### config.mk
export PLATFORM = sky130hd
export DESIGN_NAME = cs_flag_extractor
export DESIGN_NICKNAME = d
export VERILOG_FILES = /design/src/rtl/csx_pkg.sv /design/src/rtl/csx_sf_delay.sv /design/src/rtl/csx_frame_track.sv /design/src/rtl/csx_flag_decode.sv /design/src/rtl/cs_flag_extractor.sv
export SDC_FILE = /design/constraint.sdc
export NUM_CORES = 1
export LEC_CHECK = 0
export BUFFER_PORTS_ARGS = -buffer_cell sky130_fd_sc_hd__buf_2
export CORE_MARGIN = 1.5
export CORE_UTILIZATION = 45
export DETAILED_ROUTE_END_ITERATION = 6
export PLACE_DENSITY = 0.7
export SYNTH_ARGS = -nofsm -noshare
export SYNTH_HDL_FRONTEND = slang
export SYNTH_SLANG_ARGS = --single-unit
### constraint.sdc
create_clock -name clk -period 4.2 [get_ports clk]
set_input_delay 0.84 -clock clk [delete_from_list [all_inputs] [get_ports clk]]
set_output_delay 0.84 -clock clk [all_outputs]
set_load 0.01 [all_outputs]
### src/rtl/csx_pkg.sv
// Shared types and the byte-0 flag decode for the channel-status extractor.
// Assumes byte 0 is stored with bit 0 being the first C bit received.
package csx_pkg;

    // One decoded subframe as it travels through the delay line.
    typedef struct packed {
        logic vld;    // entry holds a subframe
        logic right;  // 1 = right channel
        logic blk;    // block-start preamble
        logic c;      // channel-status bit
        logic u;      // user bit
    } sf_t;

    // Returns {emphasis, non_audio} for a status byte 0.
    function automatic logic [1:0] decode_byte0(input logic [7:0] b);
        logic emph;
        if (b[0]) begin
            emph = b[2] & b[3] & ~b[4];
        end else begin
            emph = b[3] & ~b[4] & ~b[5];
        end
        return {emph, b[1]};
    endfunction

endpackage

### src/rtl/csx_sf_delay.sv
// Fixed delay of DEPTH bit ticks for subframe entries.
// Assumes a new entry is presented only on a tick; the output is the last stage.
module csx_sf_delay
    import csx_pkg::*;
#(
    parameter int DEPTH = 16
) (
    input  logic clk,
    input  logic rst_n,
    input  logic tick,
    input  sf_t  din,
    output sf_t  dout
);

    sf_t stage [DEPTH];

    for (genvar i = 0; i < DEPTH; i++) begin : g_stage
        if (i == 0) begin : g_head
            // Capture the incoming entry on each tick.
            always_ff @(posedge clk) begin
                if (!rst_n) begin
                    stage[i] <= '0;
                end else if (tick) begin
                    stage[i] <= din;
                end
            end
        end else begin : g_body
            // Move the entry one stage on each tick.
            always_ff @(posedge clk) begin
                if (!rst_n) begin
                    stage[i] <= '0;
                end else if (tick) begin
                    stage[i] <= stage[i-1];
                end
            end
        end
    end

    assign dout = stage[DEPTH-1];

endmodule

### src/rtl/csx_frame_track.sv
// Tracks frames of the delayed stream. It drives the block-start window, the
// byte-0 bit write strobes and the end-of-block commit.
// Assumes ev is a single-cycle strobe for each subframe that emerges from the delay.
module csx_frame_track
    import csx_pkg::*;
#(
    parameter int BLOCK_FRAMES = 192,
    parameter int WIN_FRAMES   = 32,
    parameter int BYTE_BITS    = 8
) (
    input  logic                         clk,
    input  logic                         rst_n,
    input  logic                         ev,
    input  sf_t                          sf,
    output logic                         blk_win,
    output logic                         byte_we,
    output logic [$clog2(BYTE_BITS)-1:0] byte_idx,
    output logic                         commit
);

    localparam int FCW = $clog2(BLOCK_FRAMES + 1);
    localparam int IW  = $clog2(BYTE_BITS);

    logic [FCW-1:0] frame_q;
    logic [FCW-1:0] frame_nx;
    logic           tracking_q;
    logic           left_ev;

    // Classify the event and work out the index of the next frame.
    always_comb begin
        left_ev  = ev & ~sf.right;
        frame_nx = frame_q + 1'b1;
    end

    // Frame counter, tracking state and block-start window.
    always_ff @(posedge clk) begin
        if (!rst_n) begin
            frame_q    <= '0;
            tracking_q <= 1'b0;
            blk_win    <= 1'b0;
        end else if (left_ev) begin
            if (sf.blk) begin
                frame_q    <= '0;
                tracking_q <= 1'b1;
                blk_win    <= 1'b1;
            end else if (tracking_q) begin
                frame_q <= frame_nx;
                if (frame_nx == FCW'(WIN_FRAMES)) begin
                    blk_win <= 1'b0;
                end
                if (frame_nx == FCW'(BLOCK_FRAMES)) begin
                    tracking_q <= 1'b0;
                end
            end
        end
    end

    // Write strobe and bit index for the byte-0 assembly.
    always_comb begin
        byte_we  = 1'b0;
        byte_idx = '0;
        if (left_ev) begin
            if (sf.blk) begin
                byte_we = 1'b1;
            end else if (tracking_q && (frame_nx < FCW'(BYTE_BITS))) begin
                byte_we  = 1'b1;
                byte_idx = IW'(frame_nx);
            end
        end
    end

    // Commit once the last right subframe of a full block has emerged.
    always_comb begin
        commit = ev & sf.right & tracking_q & (frame_q == FCW'(BLOCK_FRAMES - 1));
    end

    // the window is open only inside its first WIN_FRAMES tracked frames.
    p_win_inside_block_r4: assert property (@(posedge clk) disable iff (!rst_n)
        blk_win |-> (tracking_q && (frame_q < FCW'(WIN_FRAMES))));

    // a commit never falls inside the block-start window.
    p_commit_outside_window_r7: assert property (@(posedge clk) disable iff (!rst_n)
        commit |-> !blk_win);

endmodule

### src/rtl/csx_flag_decode.sv
// Assembles left-channel status byte 0 and latches the decoded flags at commit.
// Assumes byte bits are written before the commit of the same block.
module csx_flag_decode
    import csx_pkg::*;
#(
    parameter int BYTE_BITS = 8
) (
    input  logic                         clk,
    input  logic                         rst_n,
    input  logic                         byte_we,
    input  logic [$clog2(BYTE_BITS)-1:0] byte_idx,
    input  logic                         cbit,
    input  logic                         commit,
    output logic                         emph,
    output logic                         nonaudio
);

    logic [BYTE_BITS-1:0] byte_q;
    logic [1:0]           dec;

    // Store one C bit at its position in byte 0.
    always_ff @(posedge clk) begin
        if (!rst_n) begin
            byte_q <= '0;
        end else if (byte_we) begin
            byte_q[byte_idx] <= cbit;
        end
    end

    // Decode the layout-dependent flags from the assembled byte.
    always_comb begin
        dec = decode_byte0(byte_q[7:0]);
    end

    // Latch the flags only at the end of a complete block.
    always_ff @(posedge clk) begin
        if (!rst_n) begin
            emph     <= 1'b0;
            nonaudio <= 1'b0;
        end else if (commit) begin
            emph     <= dec[1];
            nonaudio <= dec[0];
        end
    end

    // the flags hold in every cycle without a commit.
    p_flags_hold_r7: assert property (@(posedge clk) disable iff (!rst_n)
        !commit |=> ($stable(emph) && $stable(nonaudio)));

endmodule

### src/rtl/cs_flag_extractor.sv
// Top level: delays the subframe stream, drives the serial C/U outputs, and
// extracts the block-start window and the byte-0 flags.
// Assumes sf_valid is asserted only together with bit_en.
module cs_flag_extractor
    import csx_pkg::*;
#(
    parameter int DELAY_TICKS  = 16,
    parameter int BLOCK_FRAMES = 192,
    parameter int WIN_FRAMES   = 32,
    parameter int BYTE_BITS    = 8
) (
    input  logic clk,
    input  logic rst_n,
    input  logic bit_en,
    input  logic sf_valid,
    input  logic sf_right,
    input  logic sf_block,
    input  logic sf_cbit,
    input  logic sf_ubit,
    output logic cs_ser,
    output logic ur_ser,
    output logic blk_start,
    output logic emph_flag,
    output logic nonaudio_flag
);

    localparam int IW = $clog2(BYTE_BITS);

    sf_t           sf_in;
    sf_t           sf_dly;
    logic          ev;
    logic          byte_we;
    logic [IW-1:0] byte_idx;
    logic          commit;

    // Pack the input subframe into a delay entry.
    always_comb begin
        sf_in.vld   = sf_valid;
        sf_in.right = sf_right;
        sf_in.blk   = sf_block;
        sf_in.c     = sf_cbit;
        sf_in.u     = sf_ubit;
    end

    csx_sf_delay #(
        .DEPTH (DELAY_TICKS)
    ) u_delay (
        .clk   (clk),
        .rst_n (rst_n),
        .tick  (bit_en),
        .din   (sf_in),
        .dout  (sf_dly)
    );

    // A delayed subframe emerges on the tick that pushes it out of the last stage.
    always_comb begin
        ev = bit_en & sf_dly.vld;
    end

    // Serial C and U outputs, updated as each subframe emerges.
    always_ff @(posedge clk) begin
        if (!rst_n) begin
            cs_ser <= 1'b0;
            ur_ser <= 1'b0;
        end else if (ev) begin
            cs_ser <= sf_dly.c;
            ur_ser <= sf_dly.u;
        end
    end

    csx_frame_track #(
        .BLOCK_FRAMES (BLOCK_FRAMES),
        .WIN_FRAMES   (WIN_FRAMES),
        .BYTE_BITS    (BYTE_BITS)
    ) u_track (
        .clk      (clk),
        .rst_n    (rst_n),
        .ev       (ev),
        .sf       (sf_dly),
        .blk_win  (blk_start),
        .byte_we  (byte_we),
        .byte_idx (byte_idx),
        .commit   (commit)
    );

    csx_flag_decode #(
        .BYTE_BITS (BYTE_BITS)
    ) u_flags (
        .clk      (clk),
        .rst_n    (rst_n),
        .byte_we  (byte_we),
        .byte_idx (byte_idx),
        .cbit     (sf_dly.c),
        .commit   (commit),
        .emph     (emph_flag),
        .nonaudio (nonaudio_flag)
    );

    // reset clears every output.
    p_reset_clear_r1: assert property (@(posedge clk)
        !rst_n |=> (!cs_ser && !ur_ser && !blk_start && !emph_flag && !nonaudio_flag));

    // nothing changes on a cycle without a bit tick.
    p_hold_without_tick_r3: assert property (@(posedge clk) disable iff (!rst_n)
        !bit_en |=> ($stable(cs_ser) && $stable(ur_ser) && $stable(blk_start)
                     && $stable(emph_flag) && $stable(nonaudio_flag)));

endmodule

# Yosys cells after proc, flatten, opt, wreduce, memory -nomap -nowiden

Memory sizes are Yosys's and may differ from the RTL's.
Cells that the tools add are included.

Add/sub/neg operators: 1
$lt $le $gt $ge: 3
Equal/unequal tests: 3
Muxes and demuxes: 38
Bitwise logic cells: 28
Reductions and logical operators: 6

Operators with widths:

| operator            | count |
|---|---|
| $mux 5              | 16 |
| $eq 8x8->1 const B  | 2 |
| $mux 8              | 2 |
| $or 1x1->1          | 16 |
| $mux 1              | 15 |
| $and 1x1->1         | 9 |
| $mux 3              | 3 |
| $add 8x1->8 const B | 1 |
| $bwmux 8            | 1 |
| $eq 8x6->1 const B  | 1 |
| $lt 8x4->1 const B  | 1 |
| $lt 3x4->1 const B  | 1 |
| $reduce_bool 2->1   | 2 |
| $demux 1 s3         | 1 |
| $ge 3x1->1 const B  | 1 |
| $not 1->1           | 3 |
| $reduce_and 3->1    | 1 |
| $logic_and 1x1->1   | 2 |
| $reduce_and 2->1    | 1 |

Register bits after elaboration: 22
Memory bits (writable): 80
Input port bits: 8
Output and inout port bits: 5
Word-level logic and storage cells: 88
Memories kept: 1

Memories:

| name          | depth | width | rd ports | clocked after Yosys merged registers in | wr ports | RTL line           | source |
|---|---|---|---|---|---|---|---|
| u_delay.stage | 16    | 5     | 16       | 0                                       | 16       | csx_sf_delay.sv:15 | `sf_t stage [DEPTH];` |

# Logic depth before layout (Yosys ltp)

Gate-level depths: netlist of the first run.

Word-level depth: 11
Gate-level depth with buffers: 7

# By module

A second synthesis of the first run with hierarchy kept.

Cell total of the unflattened synthesis: 325
Area, all modules: 4307.9 um^2

Modules (own cells, without submodules):

| module            | instances | cells each | area each (um^2) | sequential area each (um^2) |
|---|---|---|---|---|
| csx_sf_delay      | 1         | 183        | 3034.2           | 2402.3 |
| csx_frame_track   | 1         | 98         | 813.3            | 200.2 |
| csx_flag_decode   | 1         | 35         | 374.1            | 160.2 |
| cs_flag_extractor | 1         | 9          | 86.3             | 40.0 |

# Worst setup path before layout of the first run

Ideal clock, no wire load.

Kind: input to register
Start: input bit_en
End: memory u_delay.stage[0][0] (netlist bit) (enable)
Arrival: 3.074 ns
Required time: 3.748 ns
Path slack: 0.674 ns
Stages on the path: 2
Cells stage by stage: clkbuf_1 -> nand2b_1

RTL lines:

| element            | RTL line                | source |
|---|---|---|
| start: declaration | cs_flag_extractor.sv:14 | `input logic bit_en,` |
| end: declaration   | csx_sf_delay.sv:15      |  |

# Worst setup path after layout of the first run

Start: register u_track.frame_q[0]
End: register u_flags.byte_q[4]

Longest elaborated chain between the ends: 11

RTL lines:

| element                                                               | RTL line              | source |
|---|---|---|
| start: declaration                                                    | csx_frame_track.sv:24 | `logic [FCW-1:0] frame_q;` |
| start signal: assignment                                              | csx_frame_track.sv:47 | `frame_q <= frame_nx;` |
| $add 8x1->8 (*)                                                       | csx_frame_track.sv:32 | `frame_nx = frame_q + 1'b1;` |
| $lt 8x4->1                                                            | csx_frame_track.sv:65 | `end else if (tracking_q && (frame_nx < FCW'(BYTE_BITS))) begin` |
| $logic_and 1x1->1                                                     | csx_frame_track.sv:65 |  |
| $mux 3                                                                | csx_frame_track.sv:65 |  |
| $mux 3                                                                | csx_frame_track.sv:63 | `if (sf.blk) begin` |
| $mux 3                                                                | csx_frame_track.sv:62 | `if (left_ev) begin` |
| $lt 3x4->1 (not written as such) / $ge 3x1->1 (equally long branches) | csx_flag_decode.sv:26 | `byte_q[byte_idx] <= cbit;` |
| $logic_and 1x1->1 (not written as such)                               | csx_flag_decode.sv:26 |  |
| $mux 1 (not written as such)                                          | csx_flag_decode.sv:26 |  |
| $demux 1 s3                                                           | -                     |  |
| $bwmux 8                                                              | csx_flag_decode.sv:26 |  |
| end signal: indexed assignment                                        | csx_flag_decode.sv:26 |  |
| end: declaration                                                      | csx_flag_decode.sv:18 | `logic [BYTE_BITS-1:0] byte_q;` |

Mark *: on every way between the ends. The rest lies on a longest branch, timed or not.
A chain may end at the register's enable or synchronous reset.

==> results of run 1 <==
-- final cells by class --
type,count,area (µm²),share of cell area
Clock buffer,10,128,0.0279
Clock inverter,5,62.6,0.0137
Inverter,1,3.75,0.000820
Multi-Input combinational cell,208,1340,0.294
Sequential cell,100,2800,0.612
Tap cell,129,161,0.0353
Timing Repair Buffer,14,75.1,0.0164
-- synthesized netlist by cell type, types with 2 or more instances --
cell type | count | area (µm²)
xnor2_1 | 2 | 17.5
nor4_1 | 4 | 25.0
a31oi_1 | 2 | 12.5
nand4_1 | 7 | 43.8
buf_2 | 2 | 10.0
nor4b_2 | 2 | 30.0
nand2_1 | 22 | 82.6
nor2b_1 | 6 | 37.5
ha_1 | 2 | 25.0
nor2_1 | 9 | 33.8
and3_4 | 2 | 22.5
a21oi_1 | 6 | 30.0
mux2i_1 | 10 | 100
clkbuf_1 | 23 | 86.3
nand3_1 | 6 | 30.0
and3_1 | 81 | 507
nor3_1 | 6 | 30.0
a21boi_0 | 4 | 30.0
nand2b_1 | 3 | 18.8
o21ai_0 | 10 | 50.1
dfxtp_1 | 20 | 400
edfxtp_1 | 80 | 2400
and2_1 | 6 | 37.5
buf_6 | 3 | 33.8
nand3b_1 | 2 | 15.0
-- sequential cells by signal, indices dropped and copies added (netlist names) --
register            flops
u_track.blk_win         1
ur_ser                  1
cs_ser                  1
u_flags.nonaudio        1
u_delay.stage          80
u_track.tracking_q      1
u_flags.byte_q          6
u_track.frame_q         8
u_flags.emph            1
-- worst reg2reg max path, delay by kind of cell, from the launching register on --
family        cells  cell delay (ns)
fa+ha+maj         1             0.51
flops             1             0.55
mux               1             0.22
simple gates      4             0.97
-- layer usage --
layer	vias up	track usage	share of wire
met5	-	0	0
met3	6	0.0423	0.029
li1	1257	-	-
met1	1210	0.194	0.51
met4	0	0.0488	0.0098
met2	33	0.211	0.45
-- report_power, final --
part           switching, mW  total (mW)  internal, mW  leakage [nW]
Combinational         0.0438      0.0631        0.0192         0.781
Clock                  0.325       0.601         0.276        0.0890
Sequential            0.0150        1.14          1.12          1.05
-- path summary, 6_finish.rpt --
path | to | slack (ns) | cells after the start
setup / recovery | u_flags.byte_q[4]$_SDFFE_PN0P_ | 1.88 | 6
hold / removal | u_flags.byte_q[2]$_SDFFE_PN0P_ | 0.46 | 2
setup reg to reg | u_flags.byte_q[4]$_SDFFE_PN0P_ | 1.88 | 6
hold reg to reg | u_flags.byte_q[2]$_SDFFE_PN0P_ | 0.46 | 2
-- kinds of logic (layout without fill, tap and decap cells) --
| family | Yosys count | in the layout | share of synthesized area |
|---|---|---|---|
| fa+ha+maj | 2 | 2 | 0.00585 |
| xor+xnor | 2 | 2 | 0.00409 |
| compound gates | 30 | 30 | 0.0459 |
| simple gates | 164 | 164 | 0.233 |
| mux | 10 | 10 | 0.0234 |
| buf+inv | 30 | 30 | 0.0330 |
| flops | 100 | 100 | 0.655 |
-- cells in the final DEF, fill, tap and decap left out, types with 4 or more instances in the layout --
| cell type | instances |
|---|---|
| a21boi_0 | 4 |
| a21oi_1 | 6 |
| and2_1 | 6 |
| and3_1 | 81 |
| buf_2 | 12 |
| clkbuf_8 | 9 |
| dfxtp_1 | 20 |
| edfxtp_1 | 80 |
| mux2i_1 | 10 |
| nand2_1 | 22 |
| nand3_1 | 6 |
| nand4_1 | 7 |
| nor2_1 | 9 |
| nor2b_1 | 6 |
| nor3_1 | 6 |
| nor4_1 | 4 |
| o21ai_0 | 10 |
==> metrics.md, run 1 <==
| Metric | Value |
|---|---|
| Status | finished clean |
| Asr flop ratio synth | 0 |
| Post-Synthesis Net Count | ~350 |
| Pre-Repair DR Iteration Count | 4 |
| Row count | 35 |
| Clock slew at reported path FFs | approximately 0.09 ns |
| Skew final | about 0.012 ns |
| Post-layout util | 0.495 |
| # IOs | 13 |
| CTS tree | yes |
| PostCTS Resize Cnt | 0 |
| Largest net degree at the start of global routing | just over 100 |
| Vias per Instance | ~5.4 |
| Critical Path End Type | flip-flop |
| Number of hold buffers added after cts | 0 |
| Crit path cell chain | ha_1 -> nand2_1 -> nor4_2 -> nor3_2 -> nor4_1 -> mux2i_1 |
| Family with the most delay on the worst path | simple AND/OR/NAND/NOR gates |
| Die area | roughly 10000 µm² |
| Synth Area per Inst | around 13 µm² |
| Initial core utilization | 0.463 |
| RePlAce Congestion | 0.812 |
| Nets | about 340 |
| Final min period | approximately 2.3 ns |
| Reg2Reg Launch Point | u_track.frame_q[0]$_SDFFE_PN0P_ |
| Global-route wire length before repair | 11.1 mm |
| Port bufs | 12 |
| PwrDens | 393 nW/µm² |
| Worst slew pin tran | 1.02 ns |
| Synthesized area | 4280 µm² |
| Initial antenna violation count | 0 |
| Dpl hpwl | around 3.5 mm |
| Placed inst area | 4390 µm² |
| WP data arrival | around 2.6 ns |
| Max incr delay on CP | 0.55 ns |
| Final WL | between 6 and 7 mm |
| Gr ovfl total | 0 |
| Max Fclk | roughly 430 MHz |
| WS Path Type | reg2reg |
| Post-Synthesis Cells | roughly 340 |
| Antenna diodes | 0 |
| Non-filler instance count after layout | 467 |
| Initial DRC Count | ~180 |
| Sequential element share of the synthesized area | 0.655 |
| Total number of vias | 2506 |
| Max Fanout on Critical Path | 13 |
| Vias in the first global route | ~2300 |
| Synth Register Bits | 100 |
| Cell count after placement | between 400 and 500 |
| CTS max path bufs | 2 |
| Relative slew slack | 0.321 |
| Startpoint Class | flip-flop |
| Primary FF master, synth | edfxtp_1 |
| Setup crit start | u_track.frame_q[0]$_SDFFE_PN0P_ |
| Hold wc startpoint | u_flags.byte_q[2]$_SDFFE_PN0P_ |
| Root buffer cell | clkbuf_8 |
| VDD IR-drop max | approximately 0.30 mV |
| Hold_ws | around 0.46 ns |
| RSZ-0062 raised after global routing | no |
| TritonCTS Buffers | 9 |
| Detail Route Antenna Nets | 0 |
| Global Route Usage Sum | 0.140 |
| Hold Crit Class | reg2reg |
| Fillers | ~810 |
| CP max-delay cell | dfxtp_1 |
| WP data required | 4.48 ns |
| Layout cells sized above 1 | 0.118 |
| Final Hold Viols | 0 |
| Leakage | between 1.5 and 2 nW |
| Max cap viols | 0 |
| Post-route DRC | 0 |
| Tcrit/Tclk final | 0.553 |
| Worst slack, placed | ~1.5 ns |
| Core area | around 9200 µm² |
| Finished Cell Area | 4580 µm² |
| Post-synth cell types | 43 |
| Die Span X | approximately 100 µm |
| Setup Viol. Count Final | 0 |
| Clk sink count | 100 |
| Worst-Skew Late Latency | about 0.35 ns |
| Total Power | 1.80 mW |
| Post-synth EDFFs | 80 |
| Final WS setup | 1.88 ns |
| Synth warnings | 0 |
| Buffers plus inverters on the worst setup path | 0 |
| H-tree depth | 3 |
| Final setup TNS | 0 ns |
| Slew Viols, Final | 0 |
| Post-CTS setup buffers | 0 |
| Die Y | roughly 100 µm |
| Synth-to-layout area growth | 6.93% |
| Post-DR wirelength/cell | between 10 and 15 µm |
Note: power is estimated with default switching activity, not from simulation.
==> run 2, diff against run 1 <==
Settings changed: ABC_AREA from default to 1.
Clock period 4.2 ns to 2.2 ns, I/O delays scaled along.
==> metrics.md, run 2 <==
| Metric | Value |
|---|---|
| Die Y | 99.7 µm (was 101 µm) |
| Nets | 441 (was 344) |
| Skew final | 0.00924 ns (was 0.0119 ns) |
| Max Fclk | 534 MHz (was 430 MHz) |
| Post-Synthesis Net Count | 424 (was 348) |
| CTS max path bufs | 2 (unchanged) |
| Worst-Skew Late Latency | 0.36 ns (was 0.35 ns) |
| Commonest non-fill, non-tap cell in the layout | nor2_1 (was and3_1) |
| H-tree depth | 3 (unchanged) |
| Largest Register | u_delay.stage (unchanged) |
| # IOs | 13 (unchanged) |
| Synth area leader | edfxtp_1 (unchanged) |
| Top flop regs | u_delay.stage: 80 flops, u_track.frame_q: 8 flops, u_flags.byte_q: 6 flops (unchanged) |
| Antenna diodes | 0 (unchanged) |
| Final Hold Viols | 0 (unchanged) |
| Synth Area per Inst | 10.2 µm² (was 12.7 µm²) |
| Pre-Repair DR Iteration Count | 4 (unchanged) |
| Final WS setup | 0.329 ns (was 1.88 ns) |
| Fillers | 842 (was 809) |
| Primary FF master, synth | edfxtp_1 (unchanged) |
| Post-route DRC | 0 (unchanged) |
| WS Path Type | reg2reg (unchanged) |
| Startpoint Class | flip-flop (unchanged) |
| Worst slew pin tran | 0.600 ns (was 1.02 ns) |
| Worst slack, placed | 0.325 ns (was 1.54 ns) |
| Max Fanout on Critical Path | 7 (was 13) |
| Synth top area cells | edfxtp_1 57%, dfxtp_1 9.5%, nor2_1 8.8%, inv_1 8.4%, nand2_1 3.5% (was edfxtp_1 56%, and3_1 12%, dfxtp_1 9.4%, mux2i_1 2.3%, clkbuf_1 2.0%) |
| Clock slew at reported path FFs | 0.09 ns (about the same) |
| WP data required | 2.46 ns (was 4.48 ns) |
| Dpl hpwl | 3.68 mm (was 3.54 mm) |
| Synth Register Bits | 100 (unchanged) |
| Synth warnings | 0 (unchanged) |
| Port bufs | 12 (unchanged) |
| Hold Crit Class | in2reg (was reg2reg) |
| Vias in the first global route | 2297 (was 2275) |
| Layout cells sized above 1 | 0.119 (was 0.118) |
| Setup Viol. Count Final | 0 (unchanged) |
| RSZ-0062 raised after global routing | no (unchanged) |
| Final WL | 5.97 mm (was 6.54 mm) |
| Initial antenna violation count | 0 (unchanged) |
| Initial DRC Count | 135 (was 181) |
| Largest net degree at the start of global routing | 81 (was 102) |
| Critical Path End Type | flip-flop (unchanged) |
| Cell with the most instances after synthesis | nor2_1 (was and3_1) |
| Hold path depth | 3 (was 2) |
| Number of hold buffers added after cts | 0 (unchanged) |
| Tcrit/Tclk final | 0.851 (was 0.553) |
| Post-synth EDFFs | 80 (unchanged) |
| Status | finished clean (unchanged) |
| Sequential element share of the synthesized area | 0.667 (was 0.655) |
| Gr ovfl total | 0 (unchanged) |
| Asr flop ratio synth | 0 (unchanged) |
| RePlAce Congestion | 0.888 (was 0.812) |
| Clk sink count | 100 (unchanged) |
| Hold_ws | 0.366 ns (was 0.462 ns) |
| Core area | 9150 µm² (was 9240 µm²) |
| Post-synth cell types | 31 (was 43) |
| Detail Route Antenna Nets | 0 (unchanged) |
| Synthesized area | 4200 µm² (was 4280 µm²) |
| Initial core utilization | 0.459 (was 0.463) |
| Die area | 9930 µm² (was 10100 µm²) |
| PwrDens | 768 nW/µm² (was 393 nW/µm²) |
| Relative slew slack | 0.597 (was 0.321) |
| Final setup TNS | 0 ns (unchanged) |
| Cells on worst reg2reg path | 12 (was 6) |
| Post-Synthesis Cells | 414 (was 338) |
| Top cell type's share of synthesized area | 0.571 (was 0.561) |
| Slew Viols, Final | 0 (unchanged) |
| Post-CTS setup buffers | 0 (unchanged) |
| Total number of vias | 2518 (was 2506) |
| Hold wc startpoint | sf_right (was u_flags.byte_q[2]$_SDFFE_PN0P_) |
| Reg2reg end | u_flags.byte_q[3]$_SDFFE_PN0P_ (was u_flags.byte_q[4]$_SDFFE_PN0P_) |
| Max cap viols | 0 (unchanged) |
| TritonCTS Buffers | 9 (unchanged) |
| Reg2Reg Launch Point | u_track.frame_q[0]$_SDFFE_PN0P_ (unchanged) |
| VDD IR-drop max | 0.426 mV (was 0.304 mV) |
| Most frequent cells in the layout | 99 x nor2_1, 94 x inv_1, 80 x edfxtp_1, 38 x nand2_1, 20 x dfxtp_1 (was 81 x and3_1, 80 x edfxtp_1, 22 x nand2_1, 20 x dfxtp_1, 12 x buf_2) |
| Post-DR wirelength/cell | 10.9 µm (was 14.0 µm) |
| R2R Setup Slk | 0.33 ns (was 1.88 ns) |
| Most instantiated cells after synthesis | 99 x nor2_1, 94 x inv_1, 80 x edfxtp_1, 39 x nand2_1, 20 x dfxtp_1 (was 81 x and3_1, 80 x edfxtp_1, 23 x clkbuf_1, 22 x nand2_1, 20 x dfxtp_1) |
| Root buffer cell | clkbuf_8 (unchanged) |
| CTS tree | yes (unchanged) |
| Global-route wire length before repair | 10.3 mm (was 11.1 mm) |
| WP data arrival | 2.13 ns (was 2.61 ns) |
| Synth-to-layout area growth | 10.2% (was 6.93%) |
| Leakage | 1.86 nW (was 1.92 nW) |
| Die Span X | 99.7 µm (was 101 µm) |
| PostCTS Resize Cnt | 0 (unchanged) |
| Vias per Instance | 4.60 (was 5.37) |
| Hold Crit Endpoint | u_delay.stage[0][3]$_SDFFCE_PN0P_ (was u_flags.byte_q[2]$_SDFFE_PN0P_) |
| Global Route Usage Sum | 0.132 (was 0.140) |
| Final min period | 1.87 ns (was 2.32 ns) |
| Row count | 35 (unchanged) |
| Largest register FFs | 80 (unchanged) |
## run 2: routing by layer
metal / wire (µm) / global-route usage / vias to the layer above / share of wire
met1: 2780 / 0.164 / 1149 / 0.47
met5: 0 / 0 / - / 0
li1: - / - / 1320 / -
met4: 64 / 0.0455 / 0 / 0.011
met2: 2860 / 0.217 / 45 / 0.48
met3: 267 / 0.0464 / 4 / 0.045
## run 2: power by group
group	internal (mW)	switching, mW
sequential	2.14	0.0284
clock	0.642	0.605
combinational	0.0441	0.104
total	2.82	0.737
## run 2: area by class of cell
type | count | area [µm²] | share of cell area
repair buffers | 15 | 108 | 0.0232
multi-input cells | 207 | 1000 | 0.216
clock inverters | 6 | 86.3 | 0.0186
flip-flops and latches | 100 | 2800 | 0.605
clock buffers | 10 | 128 | 0.0275
well taps | 111 | 139 | 0.0300
inverters | 98 | 369 | 0.0796
## run 2: per-stage QoR
stage / cells / utilization / power, mW / cell area [µm²]
6_report: 547 / 0.506 / 3.56 / 4630
2_1_floorplan: 414 / - / 2.31 / 4200
5_1_grt: 547 / 0.506 / 3.71 / 4630
3_3_place_gp: 531 / 0.483 / 2.35 / 4420
4_1_cts: 547 / 0.506 / 3.61 / 4630
3_5_place_dp: 531 / 0.483 / 2.36 / 4420
## run 2: cells by family after synthesis
family                     Yosys count  share of synthesized area
DFF                                100                      0.667
and+or+nand+nor                    175                      0.193
adders and majority gates            2                    0.00595
buffers and inverters              107                     0.0961
AOI/OAI and AO/OA                   29                     0.0357
xor gates and xnor gates             1                    0.00208
## run 2: worst max-delay path by stage
stage                               startpoint                           endpoint  slack (ns)  depth (start not counted)
5_1_grt        u_track.frame_q[0]$_SDFFE_PN0P_     u_flags.byte_q[3]$_SDFFE_PN0P_        0.13                         12
6_report       u_track.frame_q[0]$_SDFFE_PN0P_     u_flags.byte_q[3]$_SDFFE_PN0P_        0.33                         12
4_1_cts        u_track.frame_q[0]$_SDFFE_PN0P_     u_flags.byte_q[3]$_SDFFE_PN0P_        0.35                         10
2_1_floorplan                            rst_n  u_delay.stage[0][0]$_SDFFCE_PN0P_        0.19                          2
3_3_place_gp                            bit_en     u_flags.byte_q[2]$_SDFFE_PN0P_        0.35                         10
3_5_place_dp                            bit_en     u_flags.byte_q[3]$_SDFFE_PN0P_        0.33                         10
## run 2: worst max-delay path, stage by stage (launching register included)
cell and delay [ns]:
dfxtp_1 0.46, ha_1 0.25, nand2_1 0.10, o21ai_1 0.13
nand2_1 0.09, clkinv_2 0.08, nand2_4 0.07, nor2_8 0.12
nand3_2 0.12, nor2_4 0.14, nand3_1 0.10, nand2_1 0.07
nor2_1 0.04
==> run 3, diff against run 2 <==
Settings changed: CTS_CLUSTER_SIZE from default to 10, SYNTH_HIERARCHICAL from default to 1.
Clock period 2.2 ns to 1.78 ns, I/O delays scaled along.
==> metrics.md, run 3 <==
| Metric | Value |
|---|---|
| # IOs | 13 (unchanged) |
| Global Route Usage Sum | 0.143 (was 0.132) |
| Most frequent cells in the layout | 107 x inv_1, 98 x nor2_1, 80 x edfxtp_1, 51 x nand2_1, 29 x buf_4 (was 99 x nor2_1, 94 x inv_1, 80 x edfxtp_1, 38 x nand2_1, 20 x dfxtp_1) |
| Status | complete, but fails checks (was finished clean) |
| CTS max path bufs | 2 (unchanged) |
| Layout cells sized above 1 | 0.200 (was 0.119) |
| Hold path depth | 3 (unchanged) |
| WP data required | 2.04 ns (was 2.46 ns) |
| Post-Synthesis Cells | 440 (was 414) |
| Synth Register Bits | 100 (unchanged) |
| R2R Setup Slk | -0.09 ns (was 0.33 ns) |
| Hold Crit Endpoint | u_delay/stage[0][2]$_SDFFCE_PN0P_ (was u_delay.stage[0][3]$_SDFFCE_PN0P_) |
| Startpoint Class | flip-flop (unchanged) |
| Die Y | 101 µm (was 99.7 µm) |
| Clock slew at reported path FFs | 0.10 ns (was 0.09 ns) |
| Die area | 10100 µm² (was 9930 µm²) |
| Sequential element share of the synthesized area | 0.653 (was 0.667) |
| Asr flop ratio synth | 0 (unchanged) |
| Reg2Reg Launch Point | u_track/frame_q[0]$_SDFFE_PN0P_ (was u_track.frame_q[0]$_SDFFE_PN0P_) |
| Post-route DRC | 0 (unchanged) |
| Post-DR wirelength/cell | 10.5 µm (was 10.9 µm) |
| Failing checks | setup timing |
| Synth-to-layout area growth | 15.6% (was 10.2%) |
| Fillers | 833 (was 842) |
| Clk sink count | 100 (unchanged) |
| Gr ovfl total | 0 (unchanged) |
| Tcrit/Tclk final | 1.05 (was 0.851) |
| Post-synth EDFFs | 80 (unchanged) |
| Reg2reg end | u_flags/byte_q[2]$_SDFFE_PN0P_ (was u_flags.byte_q[3]$_SDFFE_PN0P_) |
| Post-synth cell types | 22 (was 31) |
| H-tree depth | 3 (unchanged) |
| Max Fclk | 536 MHz (was 534 MHz) |
| Port bufs | 12 (unchanged) |
| Synth area leader | edfxtp_1 (unchanged) |
| Cells on worst reg2reg path | 13 (was 12) |
| Die Span X | 101 µm (was 99.7 µm) |
| Dpl hpwl | 4.28 mm (was 3.68 mm) |
| Slew Viols, Final | 0 (unchanged) |
| Final WL | 6.50 mm (was 5.97 mm) |
| Row count | 35 (unchanged) |
| Synth warnings | 6 (was 0) |
| Final setup TNS | -0.359 ns (was 0 ns) |
| WS Path Type | reg2reg (unchanged) |
| Skew final | 0.0115 ns (was 0.00924 ns) |
| Primary FF master, synth | edfxtp_1 (unchanged) |
| Largest Register | u_delay/stage (was u_delay.stage) |
| Critical Path End Type | flip-flop (unchanged) |
| Final min period | 1.87 ns (about the same) |
| Nets | 493 (was 441) |
| Synth Area per Inst | 9.76 µm² (was 10.2 µm²) |
| Post-Synthesis Net Count | 449 (was 424) |
| TritonCTS Buffers | 9 (unchanged) |
| Setup Viol. Count Final | 6 (was 0) |
| Vias per Instance | 4.41 (was 4.60) |
| Post-layout util | 0.537 (was 0.506) |
| Worst slack, placed | -0.208 ns (was 0.325 ns) |
| Vias in the first global route | 2553 (was 2297) |
| WP data arrival | 2.13 ns (about the same) |
| Detail Route Antenna Nets | 0 (unchanged) |
| Commonest non-fill, non-tap cell in the layout | inv_1 (was nor2_1) |
| Core area | 9240 µm² (was 9150 µm²) |
| Hold wc startpoint | sf_block (was sf_right) |
| Final Hold Viols | 0 (unchanged) |
| Register Area | 2810 µm² (was 2800 µm²) |
| CTS tree | yes (unchanged) |
| Pre-Repair DR Iteration Count | 5 (was 4) |
| Final WS setup | -0.0870 ns (was 0.329 ns) |
| Synth top area cells | edfxtp_1 56%, inv_1 9.5%, dfxtp_1 9.3%, nor2_1 9.2%, nand2_1 4.8% (was edfxtp_1 57%, dfxtp_1 9.5%, nor2_1 8.8%, inv_1 8.4%, nand2_1 3.5%) |
| Cell with the most instances after synthesis | inv_1 (was nor2_1) |
| Worst slew pin tran | 0.334 ns (was 0.600 ns) |
| Initial DRC Count | 127 (was 135) |
| Top flop regs | u_delay/stage: 80 flops, u_track/frame_q: 8 flops, u_flags/byte_q: 6 flops (was u_delay.stage: 80 flops, u_track.frame_q: 8 flops, u_flags.byte_q: 6 flops) |
| Top cell type's share of synthesized area | 0.559 (was 0.571) |
| Largest net degree at the start of global routing | 37 (was 81) |
| Initial core utilization | 0.465 (was 0.459) |
| Most instantiated cells after synthesis | 109 x inv_1, 105 x nor2_1, 80 x edfxtp_1, 55 x nand2_1, 20 x dfxtp_1 (was 99 x nor2_1, 94 x inv_1, 80 x edfxtp_1, 39 x nand2_1, 20 x dfxtp_1) |
| Antenna diodes | 0 (unchanged) |
| Largest register FFs | 80 (unchanged) |
| Area taken by multi-input logic gates | 1040 µm² (was 1000 µm²) |
| Root buffer cell | clkbuf_8 (unchanged) |
| RePlAce Congestion | 0.869 (was 0.888) |
| RSZ-0062 raised after global routing | yes (was no) |
| PwrDens | 850 nW/µm² (was 768 nW/µm²) |
| Worst-Skew Late Latency | 0.36 ns (about the same) |
| Synthesized area | 4290 µm² (was 4200 µm²) |
| Leakage | 2.03 nW (was 1.86 nW) |
| VDD IR-drop max | 0.595 mV (was 0.426 mV) |
| Max Fanout on Critical Path | 6 (was 7) |
| Relative slew slack | 0.776 (was 0.597) |
| Total number of vias | 2727 (was 2518) |
| Hold Crit Class | in2reg (unchanged) |
| Global-route wire length before repair | 11.2 mm (was 10.3 mm) |
| Max cap viols | 0 (unchanged) |
| Initial antenna violation count | 0 (unchanged) |
[run 3: cell types whose count changed in the layout (fill, tap and decap cells not counted), moves of 3 or more]
cell / previous run / this run
nand3_1: 11 / 15
dfxtp_1: 20 / 14
clkinvlp_4: 0 / 4
o21ai_0: 8 / 2
a21oi_1: 16 / 19
buf_4: 1 / 29
nand2_1: 38 / 51
inv_1: 94 / 107
dfxtp_2: 0 / 6
nor2_4: 3 / 9
o21ai_1: 3 / 0
[run 3: cell families (layout without fill, tap and decap cells)]
| group | Yosys count | after routing | synth area share |
|---|---|---|---|
| adder cells (fa/ha/maj) | 1 | 1 | 0.00291 |
| AO/OA/AOI/OAI | 23 | 23 | 0.0280 |
| buffers and inverters | 123 | 172 | 0.125 |
| AND/OR/NAND/NOR | 193 | 193 | 0.191 |
| flip-flops | 100 | 100 | 0.653 |
[run 3: per-stage QoR]
stage               power, mW  std cells  instance area (µm²)  hold slack [ns]
floorplan                2.88        440                 4300            0.423
global placement         2.93        596                 4650            0.440
detailed placement       2.94        596                 4650            0.437
CTS                      4.28        616                 4910            0.269
global route             4.42        618                 4970            0.268
finish                   4.22        618                 4970            0.290
[run 3: layer usage]
| layer | track usage | wire length [µm] |
|---|---|---|
| met1 | 0.182 | 3030 |
| met2 | 0.230 | 3180 |
| met3 | 0.0479 | 188 |
| met4 | 0.0488 | 97 |
| met5 | 0 | 0 |
[run 3: worst max path at each step]
stage	startpoint	endpoint	slack (ns)	depth (start not counted)
floorplan	u_track/frame_q[0]$_SDFFE_PN0P_	u_flags/byte_q[2]$_SDFFE_PN0P_	-0.03	12
global placement	bit_en	u_flags/byte_q[2]$_SDFFE_PN0P_	-0.10	14
detailed placement	u_track/frame_q[0]$_SDFFE_PN0P_	u_flags/byte_q[2]$_SDFFE_PN0P_	-0.21	12
CTS	u_track/frame_q[0]$_SDFFE_PN0P_	u_flags/byte_q[4]$_SDFFE_PN0P_	-0.08	13
global route	u_track/frame_q[0]$_SDFFE_PN0P_	u_flags/byte_q[0]$_SDFFE_PN0P_	-0.22	13
finish	u_track/frame_q[0]$_SDFFE_PN0P_	u_flags/byte_q[2]$_SDFFE_PN0P_	-0.09	13
[run 3: repair_timing]
item	4_1_cts	5_1_grt
hold buffers	0	0
buffers inserted	4	2
gates resized for setup	17	12
pin swaps	5	5
setup endpoints to repair	6	7
hold endpoints to repair	0	0
[run 3: layout make-up]
type / count / share of cell area
clock buffers: 9 / 0.0249
flip-flops and latches: 100 / 0.566
repair buffers: 46 / 0.0726
clock inverters: 7 / 0.0123
well taps: 129 / 0.0325
inverters: 110 / 0.0831
multi-input cells: 217 / 0.209
[run 3: worst max-delay path, stage by stage (launching register included)]
cell      delay [ns]
dfxtp_2         0.36
ha_2            0.20
nand3_2         0.09
o21bai_1        0.21
nand2_2         0.11
nor2_4          0.14
buf_4           0.12
nand2_1         0.06
nand2_2         0.07
inv_1           0.06
nor2_4          0.14
nand3_1         0.09
nand2_1         0.07
nor2_1          0.04
[run 3: report_power, final]
| part | total, mW | switching, mW | internal [mW] |
|---|---|---|---|
| clock | 1.34 | 0.813 | 0.529 |
| sequential | 2.67 | 0.0329 | 2.64 |
| combinational | 0.206 | 0.137 | 0.0699 |
| total | 4.22 | 0.982 | 3.24 |
